--- config.mk ---
export PLATFORM = sky130hd
export DESIGN_NAME = epp_host
export DESIGN_NICKNAME = d
export VERILOG_FILES = /design/src/rtl/epp_host.sv
export SDC_FILE = /design/constraint.sdc
export NUM_CORES = 1
export LEC_CHECK = 0
export ABC_CLOCK_PERIOD_IN_PS = 2200
export BUFFER_PORTS_ARGS = -buffer_cell sky130_fd_sc_hd__buf_4
export CORE_ASPECT_RATIO = 1.2
export CORE_MARGIN = 1
export CORE_UTILIZATION = 55
export CTS_CLUSTER_SIZE = 8
export DETAILED_ROUTE_END_ITERATION = 7
export PLACE_DENSITY_LB_ADDON = 0.2
export RECOVER_POWER = 100
export SLEW_MARGIN = 30
export SYNTH_ARGS = -nofsm -noshare
export SYNTH_HDL_FRONTEND = slang
export SYNTH_SLANG_ARGS = --single-unit
--- constraint.sdc ---
create_clock -name clk -period 2.2 [get_ports clk]
set_input_delay 0 -clock clk [delete_from_list [all_inputs] [get_ports clk]]
set_output_delay 0 -clock clk [all_outputs]
set_load 0.05 [all_outputs]
--- src/rtl/epp_host.sv ---
module epp_host #(
  parameter int TMO_CYCLES = 1250
) (
  input  logic       clk,
  input  logic       rst_n,
  input  logic [2:0] cpu_addr,
  input  logic       cpu_wr,
  input  logic       cpu_rd,
  input  logic [7:0] cpu_wdata,
  output logic [7:0] cpu_rdata,
  output logic       cpu_busy,
  output logic       cpu_done,
  input  logic       epp_en,
  input  logic       cfg_v17,
  input  logic       cfg_swdir,
  input  logic [7:0] pd_in,
  output logic [7:0] pd_out,
  output logic       pd_oe,
  output logic       nwrite,
  output logic       naddrstb,
  output logic       ndatastb,
  input  logic       per_wait,
  input  logic [4:0] per_status
);
  localparam int CW = $clog2(TMO_CYCLES + 1);

  typedef enum logic [1:0] {S_IDLE, S_SETUP, S_STRB, S_HOLD} st_t;

  st_t           st;
  logic [7:0]    data_q, adr_q, dat_q;
  logic [5:0]    ctr_q;
  logic          tmo_q, is_wr, is_adr, done_q;
  logic [CW-1:0] cnt;

  wire epp_off = cpu_addr >= 3'd3;
  wire start   = epp_en && epp_off && (cpu_wr || cpu_rd) && st == S_IDLE && !tmo_q;
  wire expire  = !cfg_v17 && st != S_IDLE && cnt == CW'(TMO_CYCLES - 1);

  always_ff @(posedge clk or negedge rst_n) begin
    if (!rst_n) begin
      st     <= S_IDLE;
      data_q <= '0;
      adr_q  <= '0;
      dat_q  <= '0;
      ctr_q  <= '0;
      tmo_q  <= 1'b0;
      is_wr  <= 1'b0;
      is_adr <= 1'b0;
      done_q <= 1'b0;
      cnt    <= '0;
    end else begin
      done_q <= 1'b0;
      if (cpu_wr) begin
        case (cpu_addr)
          3'd0: data_q <= cpu_wdata;
          3'd1: if (cpu_wdata[0]) tmo_q <= 1'b0;
          3'd2: ctr_q <= cpu_wdata[5:0];
          default: ;
        endcase
      end
      if (start) begin
        st     <= S_SETUP;
        cnt    <= '0;
        is_wr  <= cpu_wr;
        is_adr <= cpu_addr == 3'd3;
        if (cpu_wr) begin
          if (cpu_addr == 3'd3) adr_q <= cpu_wdata;
          else                  dat_q <= cpu_wdata;
        end
      end else if (expire) begin
        st     <= S_IDLE;
        tmo_q  <= 1'b1;
        done_q <= 1'b1;
      end else begin
        if (st != S_IDLE) cnt <= cnt + 1'b1;
        case (st)
          S_SETUP: st <= S_STRB;
          S_STRB: if (per_wait) begin
            st <= S_HOLD;
            if (!is_wr) begin
              if (is_adr) adr_q <= pd_in;
              else        dat_q <= pd_in;
            end
          end
          S_HOLD: if (!per_wait) begin
            st     <= S_IDLE;
            done_q <= 1'b1;
          end
          default: ;
        endcase
      end
    end
  end

  wire strb_on = st == S_STRB;
  wire hw_oe   = (st == S_IDLE) ? !ctr_q[5] : is_wr;

  assign naddrstb = !(ctr_q[3] || (strb_on && is_adr));
  assign ndatastb = !(ctr_q[1] || (strb_on && !is_adr));
  assign nwrite   = !(ctr_q[0] || (st != S_IDLE && is_wr));
  assign pd_oe    = !epp_en ? 1'b1 : (cfg_swdir ? !ctr_q[5] : hw_oe);
  assign pd_out   = (st != S_IDLE && is_wr) ? (is_adr ? adr_q : dat_q) : data_q;
  assign cpu_busy = st != S_IDLE;
  assign cpu_done = done_q;

  always_comb begin
    case (cpu_addr)
      3'd0:    cpu_rdata = pd_oe ? data_q : pd_in;
      3'd1:    cpu_rdata = {per_status, 2'b00, tmo_q};
      3'd2:    cpu_rdata = {2'b00, ctr_q};
      3'd3:    cpu_rdata = adr_q;
      default: cpu_rdata = dat_q;
    endcase
  end
endmodule


# Word level (Yosys, flattened, before mapping)
# Cells that the tools add are included.
[totals]
ff_bits = 47
input_bits = 32
out_inout_bits = 22
wordCells = 101
[classes]
magnitude_cmp = 1
eq_ne = 15
add_sub_neg = 1
n_reduce_logical = 34
muxes = 40
[op_table]
columns = ["op", "n"]
rows = [
  ["8-bit two-way mux", 19],
  ["11-bit two-way mux", 3],
  ["8-bit one-hot mux with 4 select lines", 1],
  ["7-bit AND reduction", 2],
  ["1-bit two-way mux", 12],
  ["11-bit by 1-bit adder with 11-bit output (second input constant)", 1],
  ["11-bit == test (second input constant)", 1],
  ["2-bit nonzero test", 5],
  ["1-bit logical AND", 9],
  ["2-bit two-way mux", 4],
  ["4-bit != test (second input constant)", 2],
  ["1-bit zero test", 7],
  ["3-bit by 2-bit == test with 1-bit output (second input constant)", 2],
  ["2-bit by 1-bit != test with 1-bit output (second input constant)", 3],
  ["2-bit != test (second input constant)", 3],
  ["2-bit one-hot mux with 3 select lines", 1],
  ["2-bit AND reduction", 3],
  ["5-bit nonzero test", 1],
  ["2-bit == test (second input constant)", 2],
  ["1-bit logical OR", 4],
  ["3-bit by 1-bit == test with 1-bit output (second input constant)", 1],
  ["3-bit by 2-bit greater-or-equal comparator with 1-bit output (second input constant)", 1],
  ["3-bit zero test", 1],
  ["3-bit AND reduction", 1],
  ["other kinds (2)", 2],
]

# Logic depth before layout (Yosys ltp)
# Gate-level depths: netlist of run 1.
[depth]
word_depth = 7
depth_mapped = 8
mapped_depth_nobuf = 7

# Worst setup path after synthesis of run 1
# OpenSTA, ideal clock, no wires.
[synth_timing]
path_kind = "register to output"
from = "register st[0]"
to = "output cpu_rdata[0]"
required_time_ps = 2200
path_stages_with_launch = 6
arrival_ps = 2548
slack_ps = -348
path_buffers = 0
cell_sequence = "dfrtp_1 > o21ba_2 > o221ai_2 > mux2_2 > a21oi_1 > a21oi_1"
[synth_via]
elab_chain_cells = 6
[synth_rtl]
columns = ["element", "line", "text"]
rows = [
  ["from (decl)", "29", "st_t st;"],
  ["from (signal assigned)", "41", "st <= S_IDLE;"],
  ["from (signal assigned)", "62", "st <= S_SETUP;"],
  ["from (signal assigned)", "71", "st <= S_IDLE;"],
  ["2-bit zero test", "96", "wire hw_oe = (st == S_IDLE) ? !ctr_q[5] : is_wr;"],
  ["1-bit two-way mux", "96", ""],
  ["1-bit two-way mux (2 in a row)", "101", "assign pd_oe = !epp_en ? 1'b1 : (cfg_swdir ? !ctr_q[5] : hw_oe);"],
  ["via pd_oe", "18", "output logic pd_oe,"],
  ["8-bit two-way mux", "108", "3'd0: cpu_rdata = pd_oe ? data_q : pd_in;"],
  ["8-bit one-hot mux with 4 select lines", "107", "case (cpu_addr)"],
  ["to (decl)", "10", "output logic [7:0] cpu_rdata,"],
]
# The timed path passes the listed nets, and every way through them passes these cells.

# Worst setup path after layout of run 1
[layout_timing]
from = "register st[0]"
to = "output cpu_rdata[1]"
[layout_via]
elab_chain_cells = 6
[layout_rtl]
columns = ["element", "line"]
rows = [
  ["2-bit zero test", "96"],
  ["1-bit two-way mux", "96"],
  ["1-bit two-way mux (2 in a row)", "101"],
  ["8-bit two-way mux", "108"],
  ["8-bit one-hot mux with 4 select lines", "107"],
]
# No other way between the ends.

==> flow_summary_export.csv, run 1 <==
group,metric,value,unit
outcome,status,"complete, no violations",
clock_tree,root_buffer,"clkbuf_8",
synthesis,yosysWarnings,0,
critical_path,r2r_setup_slack,140,ps
critical_path,reg2reg_from,"st[0]",
placed_design,routabilityCongestion,0.822,
critical_path,crit_fanout,6,
placed_design,pre_cts_slack,177,ps
clock_tree,cts_sinks,47,
drt,drcViolationCount,0,
critical_path,crit_required,2200,ps
placed_design,io_buffers,53,
global_routing,grt_first_pass_wirelength,11600,um
drt,routed_wl,7420,um
finish,drive_gt1_share,33.1,%
finish,filler_cell_count,389,
synthesis,synth_area,2790,um^2
global_routing,grt_overflow_total,0,
synthesis,ys_seq_elements,47,
synthesis,syn_avg_cell_area,9.89,um^2
global_routing,grt_max_degree,48,
global_routing,grt_usage,29.5,%
synthesis,synth_top_area_cell,"dfrtp_1",
min_path,worstHoldEndpoint,"adr_q[7]",
finish,syn_to_final_growth,30.0,%
sta,setup_viol,0,
global_routing,met3_usage,5.71,%
floorplan,design.core.area,4900,um^2
synthesis,synth-main-ff-cell,"dfrtp_1",
power,vdd_drop_max,1.02,mV
floorplan,die_height,80.0,um
drt,via_count,2519,
clock_tree,cts_tree,"done",
min_path,worstHoldStart,"pd_in[7]",
sta,rsz0062_at_grt,"false",
sta,worstMarginPinSlew,1210,ps
critical_path,arrival,2150,ps
job,maxCapViolCount,0,
synthesis,synth_top_area_share,42.2,%
sta,hold_viol_final,0,
drt,dr.pass1.iters,6,
synthesis,synth_cell_types,52,
floorplan,die_width,67.0,um
global_routing,top_usage_layer,"met2",
global_routing,grt_pass1_vias,2468,
finish,finalNetCount,392,
critical_path,reg2reg_depth,8,
floorplan,die_area,5360,um^2
synthesis,async_flop_share,100,%
sta,setup_ws,45.2,ps
sta,finalCriticalPeriod,2150,ps
synthesis,syn-num-nets,316,
finish,regArea,1180,um^2
power,p_leak,1.60,nW
global_routing,use_met1,34.1,%
min_path,hold_class,"in2reg",
sta,maxSlewHeadroom,19.6,%
drt,drtIter0Drc,97,
synthesis,synth_edf_count,0,
synthesis,ys_seq_area_share,42.2,%
finish,insertedDiodeCount,0,
critical_path,critPathKind,"reg2out",
clock_tree,clockBufferDepth,2,
sta,finalCritPeriodShare,97.9,%
clock_tree,clock_latency,310,ps
clock_tree,cts-htree-levels,2,
critical_path,setup.worst_path.end_class,"primary output",
sta,clock_skew,5.31,ps
power,power_density,1210,nW/um^2
power,power,4.40,mW
synthesis,yosys-top-cells-area,"dfrtp_1 42%, mux2_2 8.9%, mux2i_1 8.6%",
global_routing,antenna_found_initial,0,
global_routing,use_met2,49.2,%
clock_tree,cts.clk_slew.worst_paths,90,ps
drt,wl_per_cell,17.7,um
critical_path,reg2reg_to,"adr_q[3]",
min_path,hold_depth,3,
clock_tree,numCtsBuffers,5,
floorplan,initial_core_util,56.9,%
critical_path,cp-start-kind,"flip-flop",
synthesis,netlist_instances,282,
drt,vias_per_cell,6.01,
sta,slew_violations,0,
floorplan,placementRows,28,
placed_design,dpl.hpwl,5190,um
sta,clock.fmax,0.464,GHz
drt,ant_nets,0,
finish,multi_input_area,1580,um^2
floorplan,ioPinCount,54,
[timing repair]
| item | CTS | global route |
|---|---|---|
| gates resized for setup | 5 | 7 |
| setup buffers | 3 | 2 |
| pin swaps | 1 | 2 |
| endpoints found under the setup margin | 6 | 24 |
| endpoints found under the hold margin | 64 | 0 |
| hold buffers | 10 | 0 |
[cells in the final DEF (no fill, tap or decap), drive strengths merged, types with 4 or more instances in the layout]
cell         netlist  routed
nand2             32      32
buf                7      59
o21ai             20      20
xor2               7       7
a21oi             22      22
o221ai             5       5
nand3              6       6
dfrtp             47      47
inv                9       9
nand2b             4       4
mux2i             24      24
dlygate4sd3        0      10
nor2              22      22
a221o              4       4
nand4              7       7
clkbuf             6      19
nor2b              4       4
mux2              22      22
[kinds of logic after synthesis]
kind of cell    Yosys count  synth area share, %
buf+inv                  22                 3.50
mux                      46                 17.5
xor+xnor                  7                 2.20
flops                    47                 42.2
compound gates           63                 15.5
fa+ha+maj                 2                0.897
simple gates             95                 18.3
[cell usage after synthesis (3+ instances only)]
library cell,number
dfrtp_1,47
nand2_1,32
mux2i_1,24
mux2_2,22
a21oi_1,20
o21ai_0,20
nor2_1,18
inv_1,8
nand4_1,7
xor2_1,7
clkbuf_1,6
nand3_1,6
a221o_1,4
nor2b_1,4
o221ai_1,4
buf_2,3
nand2b_1,3
nor2_2,3
[final cells by class]
cell class | instances | share of cell area [%]
Tap cell | 60 | 2.07
Clock inverter | 2 | 0.967
Clock buffer | 6 | 2.28
Timing Repair Buffer | 82 | 17.6
Inverter | 9 | 1.00
Sequential cell | 47 | 32.4
Multi-Input combinational cell | 213 | 43.6
[flip-flops by register name, summed over array words and instances, names as in the netlist]
signal,count
cnt,11
adr_q,8
dat_q,8
data_q,8
ctr_q,6
st,2
cpu_done,1
is_adr,1
is_wr,1
tmo_q,1
[layer usage]
layer | part of all wire, % | vias up
met3 | 3.1 | 17
li1 | - | 1174
met1 | 43 | 1266
met4 | 2.6 | 0
met2 | 51 | 62
met5 | 0 | -
[where the power goes]
group,total [mW],internal [mW],leakage [nW],switching (mW)
clock network,0.676,0.368,0.0612,0.307
logic,2.30,0.838,0.962,1.46
registers,1.42,1.15,0.576,0.271
total,4.40,2.36,1.60,2.04
[stage by stage]
step	cell area [um^2]	setup TNS (ps)	instances	util [%]	hold slack (ps)
after floorplan	2830	-401	282	-	-296
after global placement	3380	0	396	68.9	50.6
after detailed placement	3380	0	396	68.9	52.3
after CTS	3640	-33.7	417	74.2	26.8
after global routing	3620	0	419	73.9	36.1
final	3620	0	419	73.9	34.3
[worst max path at each step]
| stage | startpoint | to | slack [ps] | depth (start not counted) |
|---|---|---|---|---|
| after floorplan | st[0] | pd_out[5] | -200 | 6 |
| after CTS | st[0] | cpu_rdata[1] | -20 | 7 |
| after global routing | st[0] | cpu_rdata[1] | 1 | 8 |
| final | st[0] | cpu_rdata[1] | 50 | 8 |
| after detailed placement | cnt[0] | cnt[9] | 180 | 7 |
| after global placement | st[0] | dat_q[6] | 210 | 6 |
[critical path, stage by stage (launching register included)]
cell      delay (ps)
dfrtp_1          410
buf_4            170
o21ba_1          210
o221ai_4         200
buf_12           160
buf_4            140
mux2i_2          230
o221ai_2         130
buf_4            210
(Power assumes the default switching activity.)
==> inputs of run 2 (changes only) <==
--- a/config.mk
+++ b/config.mk
@@ -5,7 +5,7 @@
 export SDC_FILE = /design/constraint.sdc
 export NUM_CORES = 1
 export LEC_CHECK = 0
-export ABC_CLOCK_PERIOD_IN_PS = 2200
+export ABC_CLOCK_PERIOD_IN_PS = 2700
 export BUFFER_PORTS_ARGS = -buffer_cell sky130_fd_sc_hd__buf_4
 export CORE_ASPECT_RATIO = 1.2
 export CORE_MARGIN = 1
==> constraint.sdc (replaced) <==
create_clock -name clk -period 2.7 [get_ports clk]
set_input_delay 0 -clock clk [delete_from_list [all_inputs] [get_ports clk]]
set_output_delay 0 -clock clk [all_outputs]
set_load 0.05 [all_outputs]
==> run 2 against run 1 <==
Net effect:
- clock power fell by 20%
- non-clock buffer count down 11
- register-to-register slack better by 80 ps
- hold slack got worse by 10 ps
- clock skew grew 2.5 ps
- final cell count fell by 2.6%
- global-route usage up 0.097 points
- highest routed layer unchanged
- combinational power is 28% lower
- the run now ends with capacitance limit, slew limit left
- largest power group unchanged
==> flow_summary_export.csv, run 2 (same netlist as run 1, synthesis figures left out) <==
group,metric,value,unit
placed_design,io_buffers,53,
sta,maxSlewHeadroom,-9.82,%
drt,ant_nets,0,
clock_tree,clock_latency,300,ps
critical_path,arrival,2710,ps
floorplan,placementRows,28,
critical_path,crit_required,2930,ps
finish,filler_cell_count,427,
finish,mostFrequentLayoutCells,"47 x dfrtp_1, 37 x buf_4, 32 x nand2_1, 24 x mux2i_1, 22 x mux2_2",
power,power_density,996,nW/um^2
sta,finalCritPeriodShare,91.8,%
floorplan,die_width,67.0,um
drt,vias_per_cell,6.01,
clock_tree,post-cts-setup-buffers,0,
global_routing,grt_first_pass_wirelength,11700,um
outcome,status,"complete, but fails checks",
finish,registers.top_by_ff_count,"cnt",
sta,clock_skew,7.82,ps
global_routing,grt_usage,29.6,%
clock_tree,clockBufferDepth,2,
sta,setup_ws,221,ps
sta,rsz0062_at_grt,"false",
finish,syn_to_final_growth,21.6,%
clock_tree,cts_sinks,47,
power,vdd_drop_max,0.592,mV
job,maxCapViolCount,1,
placed_design,dpl.cell_count,390,
global_routing,antenna_found_initial,0,
sta,worstMarginPinSlew,1620,ps
critical_path,crit_fanout,11,
clock_tree,root_buffer,"clkbuf_8",
min_path,hold_depth,3,
clock_tree,cts-htree-levels,2,
min_path,worstHoldStart,"pd_in[2]",
drt,routed_wl,7270,um
critical_path,cp-start-kind,"flip-flop",
sta,setup_viol,0,
finish,largest_reg_flops,11,
drt,via_count,2452,
sta,slew_violations,7,
floorplan,design.core.area,4900,um^2
critical_path,critPathKind,"reg2reg",
sta,finalCriticalPeriod,2480,ps
critical_path,reg2reg_depth,7,
critical_path,reg2reg_to,"adr_q[0]",
finish,final_common_cell,"dfrtp_1",
sta,clock.fmax,0.403,GHz
placed_design,pre_cts_slack,213,ps
clock_tree,cts_tree,"done",
drt,drcViolationCount,0,
clock_tree,numCtsBuffers,5,
power,p_leak,1.49,nW
critical_path,setup.worst_path.end_class,"flip-flop",
floorplan,die_area,5360,um^2
floorplan,ioPinCount,54,
finish,finalNetCount,381,
min_path,worstHoldEndpoint,"adr_q[2]",
clock_tree,cts.clk_slew.worst_paths,90,ps
global_routing,grt_overflow_total,0,
global_routing,grt_max_degree,48,
drt,dr.pass1.iters,4,
global_routing,grt_pass1_vias,2459,
min_path,hold_class,"in2reg",
critical_path,r2r_setup_slack,220,ps
finish,drive_gt1_share,25.3,%
critical_path,reg2reg_from,"st[0]",
floorplan,die_height,80.0,um
outcome,violations,"capacitance limit, slew limit",
sta,setup_tns,0,ps
drt,wl_per_cell,17.8,um
finish,insertedDiodeCount,0,
placed_design,dpl.hpwl,5140,um
finish,post-route-util,69.1,%
sta,hold_viol_final,0,
placed_design,routabilityCongestion,0.819,
floorplan,initial_core_util,56.9,%
finish,final_cells,408,
drt,drtIter0Drc,108,
-- run 2: changes by cell type in the layout (fill, tap and decap cells not counted), sizes merged --
cell    previous run  this run
clkbuf            19        30
buf               59        37
-- run 2: worst max path at each step --
stage,end,slack (ps),startpoint,depth (start not counted)
2_1_floorplan,cpu_rdata[0],150,st[0],5
3_3_place_gp,dat_q[6],350,cnt[1],6
3_5_place_dp,dat_q[4],210,cnt[1],6
4_1_cts,dat_q[4],220,cnt[1],6
5_1_grt,adr_q[0],90,st[0],7
6_report,adr_q[0],220,st[0],7
-- run 2: cell type report --
class | count | area, um^2 | area share [%]
clock inverter | 2 | 35.0 | 1.03
tap | 60 | 75.1 | 2.21
timing repair buffer | 71 | 475 | 14.0
clock buffer | 6 | 82.6 | 2.44
inverter | 9 | 33.8 | 0.996
multi-input combinational | 213 | 1510 | 44.6
sequential | 47 | 1180 | 34.7
-- run 2: routing by layer --
metal  wire length [um]  GRT usage, %
met1               2930          34.1
met2               3840          52.7
met3                252          5.00
met4                244          12.1
met5                  0             0
-- run 2: stage by stage --
stage	power [mW]	instance area, um^2	hold WS [ps]
2_1_floorplan	2.41	2790	-296
3_3_place_gp	2.89	3260	51.1
3_5_place_dp	2.95	3260	48.2
4_1_cts	3.50	3480	26.7
5_1_grt	3.57	3390	52.0
6_report	3.38	3390	23.9
-- run 2: power by group --
part	internal, mW	leakage, nW	total (mW)	switching (mW)
clock	0.300	0.0612	0.539	0.239
sequential	0.938	0.576	1.18	0.238
combinational	0.534	0.850	1.66	1.13
total	1.77	1.49	3.38	1.61
-- run 2: repair_timing --
action | CTS | global route
hold buffers | 10 | 0
endpoints found under the hold margin | 64 | 0
resized for setup | 0 | 0
-- run 2: worst max-delay path, cell delays in order (launching register included) --
cell	delay (ps)
dfrtp_1	490
nor2_4	220
inv_2	140
or4_4	540
a211oi_4	460
clkbuf_2	340
nor2_1	80
a21oi_1	130
==> inputs of run 3 (changes only) <==
--- a/config.mk
+++ b/config.mk
@@ -5,8 +5,9 @@
 export SDC_FILE = /design/constraint.sdc
 export NUM_CORES = 1
 export LEC_CHECK = 0
-export ABC_CLOCK_PERIOD_IN_PS = 2700
+export ABC_CLOCK_PERIOD_IN_PS = 3200
 export BUFFER_PORTS_ARGS = -buffer_cell sky130_fd_sc_hd__buf_4
+export CAP_MARGIN = 5
 export CORE_ASPECT_RATIO = 1.2
 export CORE_MARGIN = 1
 export CORE_UTILIZATION = 55
==> constraint.sdc (replaced) <==
create_clock -name clk -period 3.2 [get_ports clk]
set_input_delay 0 -clock clk [delete_from_list [all_inputs] [get_ports clk]]
set_output_delay 0 -clock clk [all_outputs]
set_load 0.05 [all_outputs]
==> run 3 against run 2 <==
Net effect:
- via count shrank 2.4%
- first-iteration DRC count rose by 6.5%
- sequential power down 17%
- sequential share of layout area up 0.88 points
- setup slack better by 330 ps
- die area is the same
- largest power group unchanged
- register-to-register slack improved by 330 ps
- total power decreased by 20%
- sequential cell count is the same
- final area down 2.5%
- the flow still finishes with violations (capacitance limit, slew limit)
- hold slack gained 15 ps
- clock power decreased by 36%
==> flow_summary_export.csv, run 3 (same netlist as run 1, synthesis figures left out) <==
group,metric,value,unit
global_routing,antenna_found_initial,0,
finish,registers.top_by_ff_count,"cnt",
critical_path,setup.worst_path.end_class,"flip-flop",
critical_path,path_buf_inv,1,
sta,setup_viol,0,
sta,rsz0062_at_grt,"false",
critical_path,cp-start-kind,"flip-flop",
finish,mostFrequentLayoutCells,"47 x dfrtp_1, 35 x buf_4, 32 x nand2_1, 24 x mux2i_1, 24 x clkbuf_1",
global_routing,grt_pass1_vias,2437,
outcome,violations,"capacitance limit, slew limit",
clock_tree,root_buffer,"clkbuf_8",
power,vdd_drop_max,0.462,mV
sta,hold_viol_final,0,
sta,maxSlewHeadroom,-1.15,%
floorplan,ioPinCount,54,
sta,finalCritPeriodShare,82.7,%
power,pwr-share-comb,50.8,%
sta,clock_skew,6.96,ps
critical_path,crit_required,3430,ps
drt,via_count,2393,
critical_path,reg2reg_depth,6,
finish,filler_cell_count,429,
drt,dr.pass1.iters,5,
finish,post-route-util,67.4,%
outcome,status,"complete, but fails checks",
critical_path,cp.depth,6,
placed_design,routabilityCongestion,0.820,
drt,drtIter0Drc,115,
floorplan,die_width,67.0,um
critical_path,cp_cell_sequence,"nor2_1, inv_1, or4_1, a211oi_4, nor2_1, a21oi_1",
finish,finalNetCount,377,
min_path,hold_depth,3,
job,maxCapViolCount,1,
clock_tree,numCtsBuffers,5,
floorplan,die_area,5360,um^2
global_routing,grt_first_pass_wirelength,11600,um
sta,clock.fmax,0.378,GHz
floorplan,initial_core_util,56.9,%
floorplan,placementRows,28,
clock_tree,cts_sinks,47,
critical_path,path_common_cell,"nor2_1",
min_path,hold_class,"in2reg",
power,power_density,815,nW/um^2
critical_path,cpLargestDelayFamily,"simple AND/OR/NAND/NOR gates",
finish,largest_reg_flops,11,
sta,whs,38.7,ps
sta,finalCriticalPeriod,2650,ps
finish,final_common_cell,"dfrtp_1",
finish,syn_to_final_growth,18.6,%
critical_path,crit_fanout,16,
sta,worstMarginPinSlew,1500,ps
sta,setup_tns,0,ps
critical_path,arrival,2870,ps
power,p_clk_share,12.8,%
sta,setup_ws,553,ps
global_routing,grt_max_degree,48,
clock_tree,cts-htree-levels,2,
critical_path,slowest_delay,690,ps
clock_tree,clock_latency,300,ps
critical_path,critPathKind,"reg2reg",
global_routing,grt_overflow_total,0,
critical_path,critPathSlowestCell,"a211oi_4",
power,p_sw,1.32,mW
clock_tree,cts.clk_slew.worst_paths,80,ps
finish,insertedDiodeCount,0,
floorplan,die_height,80.0,um
power,intPower,1.38,mW
global_routing,grt_usage,29.3,%
drt,ant_nets,0,
placed_design,io_buffers,53,
placed_design,pre_cts_slack,868,ps
sta,slew_violations,1,
placed_design,dpl.hpwl,4990,um
drt,wl_per_cell,17.5,um
clock_tree,cts_tree,"done",
drt,drcViolationCount,0,
floorplan,design.core.area,4900,um^2
clock_tree,clockBufferDepth,2,
power,p_leak,1.43,nW
power,power_frac_seq,36.4,%
drt,routed_wl,7080,um
power,swShare,48.9,%
drt,vias_per_cell,5.92,
finish,drive_gt1_share,21.2,%
-- run 3: cell count changes in the layout (fill, tap and decap cells not counted), sizes merged --
cell,change
buf,-2
bufinv,-1
clkbuf,-1
-- run 3: worst min-delay path: stages --
cell     delay, ps
buf_4           80
mux2i_1         80
a21oi_1        140
-- run 3: metrics by stage --
| step | total power [mW] | std cells | cell area [um^2] |
|---|---|---|---|
| CTS | 2.82 | 404 | 3420 |
| floorplan | 2.03 | 282 | 2790 |
| global placement | 2.43 | 386 | 3230 |
| detailed placement | 2.46 | 386 | 3230 |
| global route | 2.88 | 404 | 3310 |
| finish | 2.69 | 404 | 3310 |
-- run 3: area by class of cell --
type                            instances  area (um^2)  area share, %
Tap cell                               60         75.1           2.27
Clock inverter                          1         5.00          0.151
Clock buffer                            7         76.3           2.31
Multi-Input combinational cell        213         1500           45.2
Timing Repair Buffer                   67          445           13.5
Sequential cell                        47         1180           35.6
Inverter                                9         33.8           1.02
-- run 3: layer usage --
| layer | GRT usage (%) | share of wire (%) | wire [um] |
|---|---|---|---|
| met5 | 0 | 0 | 0 |
| met4 | 10.4 | 3.0 | 216 |
| met3 | 4.29 | 3.8 | 268 |
| met2 | 52.8 | 52 | 3710 |
| met1 | 34.2 | 41 | 2890 |
-- run 3: timing repair --
action	in CTS	in global routing
setup buffers	0	0
endpoints found under the hold margin	64	0
hold buffers	10	0
resized for setup	0	0
-- run 3: path summary, 6_finish.rpt --
check                          from        to  slack [ps]
max in group asynchronous     rst_n  adr_q[0]        2550
hold / removal             pd_in[4]  adr_q[4]          40
setup reg to reg              st[0]  adr_q[7]         550
setup / recovery              st[0]  adr_q[7]         550
min in group asynchronous     rst_n    cnt[1]         250
hold reg to reg            dat_q[5]  dat_q[5]         510
-- run 3: power groups by stage --
stage / Combinational (mW) / Sequential (mW) / Clock (mW)
6_report: 1.37 / 0.982 / 0.345
4_1_cts: 1.48 / 0.985 / 0.354
2_1_floorplan: 1.08 / 0.950 / 0
3_5_place_dp: 1.47 / 0.993 / 0
5_1_grt: 1.49 / 1.01 / 0.374
3_3_place_gp: 1.44 / 0.985 / 0
